==> src/rtl/pccard_seq_pkg.sv <==
package pccard_seq_pkg;

    typedef enum logic [2:0] {
        ST_IDLE    = 3'd0,
        ST_UPPER   = 3'd1,
        ST_SETUP   = 3'd2,
        ST_STROBE  = 3'd3,
        ST_WAITRDY = 3'd4,
        ST_HOLD    = 3'd5,
        ST_DONE    = 3'd6
    } seq_state_e;

    localparam logic [1:0] BUS_8  = 2'b00;
    localparam logic [1:0] BUS_16 = 2'b01;

endpackage

==> src/rtl/pccard_phase_timer.sv <==
module pccard_phase_timer #(
    parameter int CW = 4
) (
    input  logic          clk,
    input  logic          rst_n,
    input  logic          load,
    input  logic [CW-1:0] load_val,
    output logic          expired
);

    logic [CW-1:0] cnt_d, cnt_q;

    always_comb begin
        cnt_d = cnt_q;
        if (load) begin
            cnt_d = load_val;
        end else if (cnt_q != '0) begin
            cnt_d = cnt_q - 1'b1;
        end
    end

    always_ff @(posedge clk or negedge rst_n) begin
        if (!rst_n) begin
            cnt_q <= '0;
        end else begin
            cnt_q <= cnt_d;
        end
    end

    assign expired = (cnt_q == '0);

    // a fresh load never reads as already expired unless the value was zero
    a_r6_load_takes: assert property (@(posedge clk) disable iff (!rst_n)
        load |=> (cnt_q == $past(load_val)));

endmodule

==> src/rtl/pccard_wait_sync.sv <==
module pccard_wait_sync #(
    parameter int SLOTS = 2
) (
    input  logic             clk,
    input  logic             rst_n,
    input  logic [SLOTS-1:0] wait_n_async,
    output logic [SLOTS-1:0] wait_act
);

    logic [SLOTS-1:0] s1_d, s1_q, s2_d, s2_q;

    always_comb begin
        s1_d = wait_n_async;
        s2_d = s1_q;
    end

    always_ff @(posedge clk or negedge rst_n) begin
        if (!rst_n) begin
            s1_q <= '1;
            s2_q <= '1;
        end else begin
            s1_q <= s1_d;
            s2_q <= s2_d;
        end
    end

    for (genvar i = 0; i < SLOTS; i++) begin : g_slot
        assign wait_act[i] = ~s2_q[i];
        // a released wait reaches the sequencer through both flops
        a_r10_sync_depth: assert property (@(posedge clk) disable iff (!rst_n)
            $fell(wait_act[i]) |-> $past(s1_q[i]));
    end

endmodule

==> src/rtl/pccard_strobe_dec.sv <==
module pccard_strobe_dec (
    input  logic active,
    input  logic is_io,
    input  logic write,
    output logic oe_n,
    output logic we_n,
    output logic iord_n,
    output logic iowr_n
);

    always_comb begin
        oe_n   = ~(active & ~is_io & ~write);
        we_n   = ~(active & ~is_io &  write);
        iord_n = ~(active &  is_io & ~write);
        iowr_n = ~(active &  is_io &  write);
    end

endmodule

==> src/rtl/pccard_cycle_seq.sv <==
module pccard_cycle_seq
    import pccard_seq_pkg::*;
#(
    parameter int AW    = 26,
    parameter int EAW   = 20,
    parameter int DW    = 16,
    parameter int CW    = 4,
    parameter int SLOTS = 2
) (
    input  logic                    clk,
    input  logic                    rst_n,
    input  logic                    req_valid,
    input  logic [AW-1:0]           req_addr,
    input  logic                    req_is_io,
    input  logic                    req_write,
    input  logic [DW-1:0]           req_wdata,
    input  logic [1:0]              cfg_bus_size,
    input  logic [CW-1:0]           cfg_setup,
    input  logic [CW-1:0]           cfg_ext,
    input  logic [CW-1:0]           cfg_hold,
    input  logic                    cfg_rdy_en,
    input  logic [((SLOTS > 1) ? $clog2(SLOTS) : 1)-1:0] cfg_slot,
    input  logic [SLOTS-1:0]        card_wait_n,
    input  logic [DW-1:0]           card_din,
    output logic                    req_ready,
    output logic                    done,
    output logic                    rsp_err,
    output logic [DW-1:0]           rsp_rdata,
    output logic [EAW-1:0]          ext_addr,
    output logic                    uae,
    output logic [SLOTS-1:0]        card_sel_n,
    output logic                    oe_n,
    output logic                    we_n,
    output logic                    iord_n,
    output logic                    iowr_n,
    output logic [DW-1:0]           card_dout,
    output logic                    card_dout_en
);

    localparam int SLW = (SLOTS > 1) ? $clog2(SLOTS) : 1;
    localparam int UW  = AW - EAW;

    typedef struct packed {
        seq_state_e    st;
        logic [AW-1:0] addr;
        logic          is_io;
        logic          wr;
        logic [CW-1:0] setup;
        logic [CW-1:0] ext;
        logic [CW-1:0] hold;
        logic          rdy;
        logic [SLW-1:0] slot;
        logic [DW-1:0] wdata;
        logic [DW-1:0] rdata;
        logic          err;
    } seq_regs_t;

    seq_regs_t r_d, r_q;

    logic          tmr_load;
    logic [CW-1:0] tmr_val;
    logic          tmr_expired;
    logic [SLOTS-1:0] wait_act;
    logic          size_bad;
    logic          strobe_on;
    logic          addr_phase;

    pccard_phase_timer #(.CW(CW)) u_timer (
        .clk      (clk),
        .rst_n    (rst_n),
        .load     (tmr_load),
        .load_val (tmr_val),
        .expired  (tmr_expired)
    );

    pccard_wait_sync #(.SLOTS(SLOTS)) u_wsync (
        .clk          (clk),
        .rst_n        (rst_n),
        .wait_n_async (card_wait_n),
        .wait_act     (wait_act)
    );

    assign size_bad = (cfg_bus_size != BUS_8) && (cfg_bus_size != BUS_16);

    always_comb begin
        r_d      = r_q;
        tmr_load = 1'b0;
        tmr_val  = '0;
        unique case (r_q.st)
            ST_IDLE: begin
                if (req_valid) begin
                    r_d.addr  = req_addr;
                    r_d.is_io = req_is_io;
                    r_d.wr    = req_write;
                    r_d.wdata = req_wdata;
                    r_d.setup = cfg_setup;
                    r_d.ext   = cfg_ext;
                    r_d.hold  = cfg_hold;
                    r_d.rdy   = cfg_rdy_en;
                    r_d.slot  = cfg_slot;
                    r_d.err   = size_bad;
                    r_d.st    = size_bad ? ST_DONE : ST_UPPER;
                end
            end
            ST_UPPER: begin
                r_d.st   = ST_SETUP;
                tmr_load = 1'b1;
                tmr_val  = r_q.setup;
            end
            ST_SETUP: begin
                if (tmr_expired) begin
                    r_d.st   = ST_STROBE;
                    tmr_load = 1'b1;
                    tmr_val  = r_q.ext;
                end
            end
            ST_STROBE: begin
                if (tmr_expired) begin
                    if (r_q.rdy) begin
                        r_d.st = ST_WAITRDY;
                    end else begin
                        r_d.st    = ST_HOLD;
                        r_d.rdata = card_din;
                        tmr_load  = 1'b1;
                        tmr_val   = r_q.hold;
                    end
                end
            end
            ST_WAITRDY: begin
                if (!wait_act[r_q.slot]) begin
                    r_d.st    = ST_HOLD;
                    r_d.rdata = card_din;
                    tmr_load  = 1'b1;
                    tmr_val   = r_q.hold;
                end
            end
            ST_HOLD: begin
                if (tmr_expired) begin
                    r_d.st = ST_DONE;
                end
            end
            ST_DONE: begin
                r_d.st = ST_IDLE;
            end
            default: begin
                r_d.st = ST_IDLE;
            end
        endcase
    end

    always_ff @(posedge clk or negedge rst_n) begin
        if (!rst_n) begin
            r_q <= '0;
        end else begin
            r_q <= r_d;
        end
    end

    assign strobe_on  = (r_q.st == ST_STROBE) || (r_q.st == ST_WAITRDY);
    assign addr_phase = (r_q.st == ST_SETUP) || strobe_on || (r_q.st == ST_HOLD);

    always_comb begin
        if (r_q.st == ST_UPPER) begin
            ext_addr = {{(EAW-UW){1'b0}}, r_q.addr[AW-1:EAW]};
        end else if (addr_phase) begin
            ext_addr = r_q.addr[EAW-1:0];
        end else begin
            ext_addr = '0;
        end
    end

    assign req_ready    = (r_q.st == ST_IDLE);
    assign uae          = (r_q.st == ST_UPPER);
    assign done         = (r_q.st == ST_DONE);
    assign rsp_err      = done && r_q.err;
    assign rsp_rdata    = r_q.rdata;
    assign card_dout    = r_q.wdata;
    assign card_dout_en = r_q.wr && addr_phase;

    for (genvar i = 0; i < SLOTS; i++) begin : g_sel
        assign card_sel_n[i] = ~((uae || addr_phase) && (r_q.slot == SLW'(i)));
    end

    pccard_strobe_dec u_dec (
        .active (strobe_on),
        .is_io  (r_q.is_io),
        .write  (r_q.wr),
        .oe_n   (oe_n),
        .we_n   (we_n),
        .iord_n (iord_n),
        .iowr_n (iowr_n)
    );

    // never more than one strobe low
    a_r8_one_strobe: assert property (@(posedge clk) disable iff (!rst_n)
        $onehot0({~oe_n, ~we_n, ~iord_n, ~iowr_n}));

    // latch-enable phase is a single cycle with strobes quiet
    a_r3_uae_quiet: assert property (@(posedge clk) disable iff (!rst_n)
        uae |-> (oe_n && we_n && iord_n && iowr_n));
    a_r3_uae_single: assert property (@(posedge clk) disable iff (!rst_n)
        uae |=> !uae);

    // done is a single-cycle pulse followed by ready
    a_r9_done_pulse: assert property (@(posedge clk) disable iff (!rst_n)
        done |=> (!done && req_ready));

    // an error completion follows acceptance directly
    a_r5_err_direct: assert property (@(posedge clk) disable iff (!rst_n)
        rsp_err |-> $past(req_ready));

    // address holds still while the strobe is low
    a_r4_addr_steady: assert property (@(posedge clk) disable iff (!rst_n)
        (strobe_on && $past(strobe_on)) |-> $stable(ext_addr));

    // the captured request does not change during a cycle
    a_r2_busy_locked: assert property (@(posedge clk) disable iff (!rst_n)
        (!req_ready && $past(!req_ready)) |-> $stable(r_q.addr));

endmodule

==> config.mk <==
export PLATFORM = sky130hd
export DESIGN_NAME = pccard_cycle_seq
export DESIGN_NICKNAME = d
export VERILOG_FILES = /design/src/rtl/pccard_seq_pkg.sv /design/src/rtl/pccard_phase_timer.sv /design/src/rtl/pccard_wait_sync.sv /design/src/rtl/pccard_strobe_dec.sv /design/src/rtl/pccard_cycle_seq.sv
export SDC_FILE = /design/constraint.sdc
export NUM_CORES = 1
export LEC_CHECK = 0
export CAP_MARGIN = 20
export CELL_PAD_IN_SITES_DETAIL_PLACEMENT = 0
export CELL_PAD_IN_SITES_GLOBAL_PLACEMENT = 1
export CORE_ASPECT_RATIO = 1.2
export CORE_MARGIN = 2
export CORE_UTILIZATION = 45
export DETAILED_ROUTE_END_ITERATION = 8
export DONT_BUFFER_PORTS = 1
export PLACE_DENSITY_LB_ADDON = 0.25
export RECOVER_POWER = 25
export SLEW_MARGIN = 5
export SYNTH_ARGS = -nofsm -noshare
export SYNTH_HDL_FRONTEND = slang
export SYNTH_HIERARCHICAL = 1
export SYNTH_SLANG_ARGS = --single-unit
==> constraint.sdc <==
create_clock -name clk -period 3.5 [get_ports clk]
set_input_delay 0.7 -clock clk [delete_from_list [all_inputs] [get_ports clk]]
set_output_delay 0.7 -clock clk [all_outputs]
set_load 0.05 [all_outputs]
==> flow_summary.yaml <==
run_status:
  status: "finished clean"
drt:
  via_per_inst: 5.36
  antenna_left: 0
  drc: 0
  vias: 2164
  routedWlPerCell_um: 18.9
  drt_iter0_drc: 92
  drtPass1Iterations: 4
  routed_wl_mm: 7.63
floorplan:
  die_h_um: 109
  initial_utilization: 0.459
  die_w_um: 91.4
  rows: 38
  pin_count: 144
  core_um2: 8990
  dieArea_um2: 9960
clocking:
  cts.sink_count: 86
  cts_tree: "done"
  cts-root-buf: "clkbuf_8"
  path_clk_slew_ps: 80
  htree_levels: 3
  clk-insertion-delay-late_ps: 360
  postCtsHoldBufs: 0
  clockBufferDepth: 2
  cts_setup_buffers: 0
  numCtsBuffers: 9
  cts_resized: 0
global_routing:
  grt_overflow: 0
  grt_max_degree: 87
  grt_pass1_vias: 2212
  antenna_found_initial: 0
  track_usage: 0.156
  grt_pass1_wl_mm: 11.8
timing:
  finalCritPeriodShare: 0.853
  max_freq_mhz: 335
  finClkSkew_ps: 13.0
  final_hold_viol_count: 0
  setup-violations-final: 0
  maxSlewViolCount: 0
  grt_setup_unrepaired: "false"
  worst_pin_slew_ps: 933
  maxSlewHeadroom: 0.374
  fin_setup_tns_ps: 0
  post-route-min-period_ps: 2990
place:
  io_buffers: 0
  hpwl_mm: 5.19
  place_congestion: 0.793
yosys:
  synth-compound-area-share: 0.0697
  synthAdderAreaFrac: 0.00909
  synth_top_area_frac: 0.497
  synthCells: 310
  synth-edff-count: 0
  synthMostInstantiatedCell: "dfrtp_1"
  yosys.area_share.simple: 0.0752
  syn_area_per_cell_um2: 13.3
  synth_seq_cells: 86
  synth_top_family_by_area: "multiplexers"
  synth_nets: 394
  muxShareOfSynthArea: 0.222
  ys_seq_area_frac: 0.522
  synthFlopType: "dfrtp_1"
  synth.yosys.warnings: 6
  synth_top_cells_by_area: "dfrtp_1, mux2_2, buf_4"
  synth.largest_area_cell: "dfrtp_1"
  synth-xor-area-share: 0.00424
  synth_cell_types: 47
  synth.cell_area_um2: 4130
  synthTopCellsByCount: "dfrtp_1, mux2_2, buf_4, and2_1, mux2_4"
  async_flop_share: 1.00
final_layout:
  final_nets: 365
  drive_gt1_frac: 0.394
  syn2layout_area_growth_pct: 1.73
  n_antenna_cell: 0
critical_path:
  crit_path_end_kind: "output port"
  cp.arrival_ps: 2290
  worstSetupStartpointType: "flip-flop"
  cp_data_required_time_ps: 2800
  crit_fanout: 20
  critical_path_class: "reg -> out"
worst_hold_path:
  holdCritPathClass: "in -> async"
job:
  cap_violations: 0
flip-flops by register name, summed over array words and instances, names as in the netlist:
| register | cells |
|---|---|
| r_q | 46 |
| card_dout | 16 |
| rsp_rdata | 16 |
| u_timer/cnt_q | 4 |
| u_wsync/s1_q | 2 |
| u_wsync/s2_q | 2 |
cell usage in the layout (no fill, tap or decap), drive strengths merged, types with 2 or more instances in the layout:
master / count
dfrtp: 82
mux2: 77
and2: 16
clkbuf: 11
inv: 10
buf: 9
a22o: 6
nand2: 6
nor3: 6
o21ai: 6
nor2: 5
a21oi: 4
a32oi: 4
o2bb2ai: 4
dfstp: 4
nor2b: 3
nand3: 3
ha: 3
o32ai: 3
o21bai: 2
xnor2: 2
o211ai: 2
bufinv: 2
nand3b: 2
nor3b: 2
cell type report:
cell class	count	area [um2]
Clock buffer	11	141
Fill cell	824	4790
Clock inverter	3	68.8
Tap cell	120	150
Sequential cell	86	2160
Inverter	9	33.8
Timing Repair Buffer	9	80.1
Multi-Input combinational cell	166	1570
logic make-up after synthesis:
| group | Yosys count |
|---|---|
| DFF | 86 |
| muxes | 78 |
| buffers and inverters | 58 |
| and+or+nand+nor | 47 |
| AOI/OAI and AO/OA | 36 |
| adders and majority gates | 3 |
| xor gates and xnor gates | 2 |
worst paths after layout:
| kind | end | start | depth (start not counted) | slack, ps |
|---|---|---|---|---|
| min reg2reg | u_wsync/s2_q[1]$_DFF_PN1_ | u_wsync/s1_q[1]$_DFF_PN1_ | 0 | 360 |
| min | card_dout[8]$_DFFE_PN0P_ | rst_n | 0 | 30 |
| max reg2reg | u_timer/cnt_q[3]$_DFFE_PN0P_ | u_timer/cnt_q[0]$_DFFE_PN0P_ | 9 | 840 |
| max in group asynchronous | u_wsync/s1_q[1]$_DFF_PN1_ | rst_n | 0 | 3240 |
| max | ext_addr[1] | r_q[75]$_DFFE_PN0P_ | 4 | 510 |
| min in group clk | u_wsync/s1_q[0]$_DFF_PN1_ | card_wait_n[0] | 0 | 340 |
per-layer routing:
| metal | vias up | part of all wire | track usage |
|---|---|---|---|
| met5 | - | 0 | 0 |
| met4 | 0 | 0.021 | 0.0844 |
| met3 | 10 | 0.073 | 0.0415 |
| met2 | 86 | 0.48 | 0.247 |
| met1 | 1075 | 0.42 | 0.196 |
| li1 | 993 | - | - |
through the flow:
stage / instance area [um2] / hold WS, ps / util / setup slack [ps] / instances
after CTS: 4200 / 4.17 / 0.467 / 473 / 404
after floorplan: 4130 / 345 / - / 369 / 310
after global placement: 3990 / 348 / 0.444 / 846 / 390
after detailed placement: 3990 / 348 / 0.444 / 814 / 390
after global routing: 4200 / 8.64 / 0.467 / 382 / 404
final: 4200 / 32.1 / 0.467 / 514 / 404
critical path, cell delays in order, from the launching register on:
cell,delay [ps]
dfrtp_1,520
inv_2,170
nor3_4,100
nor2_2,570
a22o_1,570
Power is left out: the tool's default activity adds up to more than one toggle a clock period on the data nets, which glitch-free logic cannot reach.
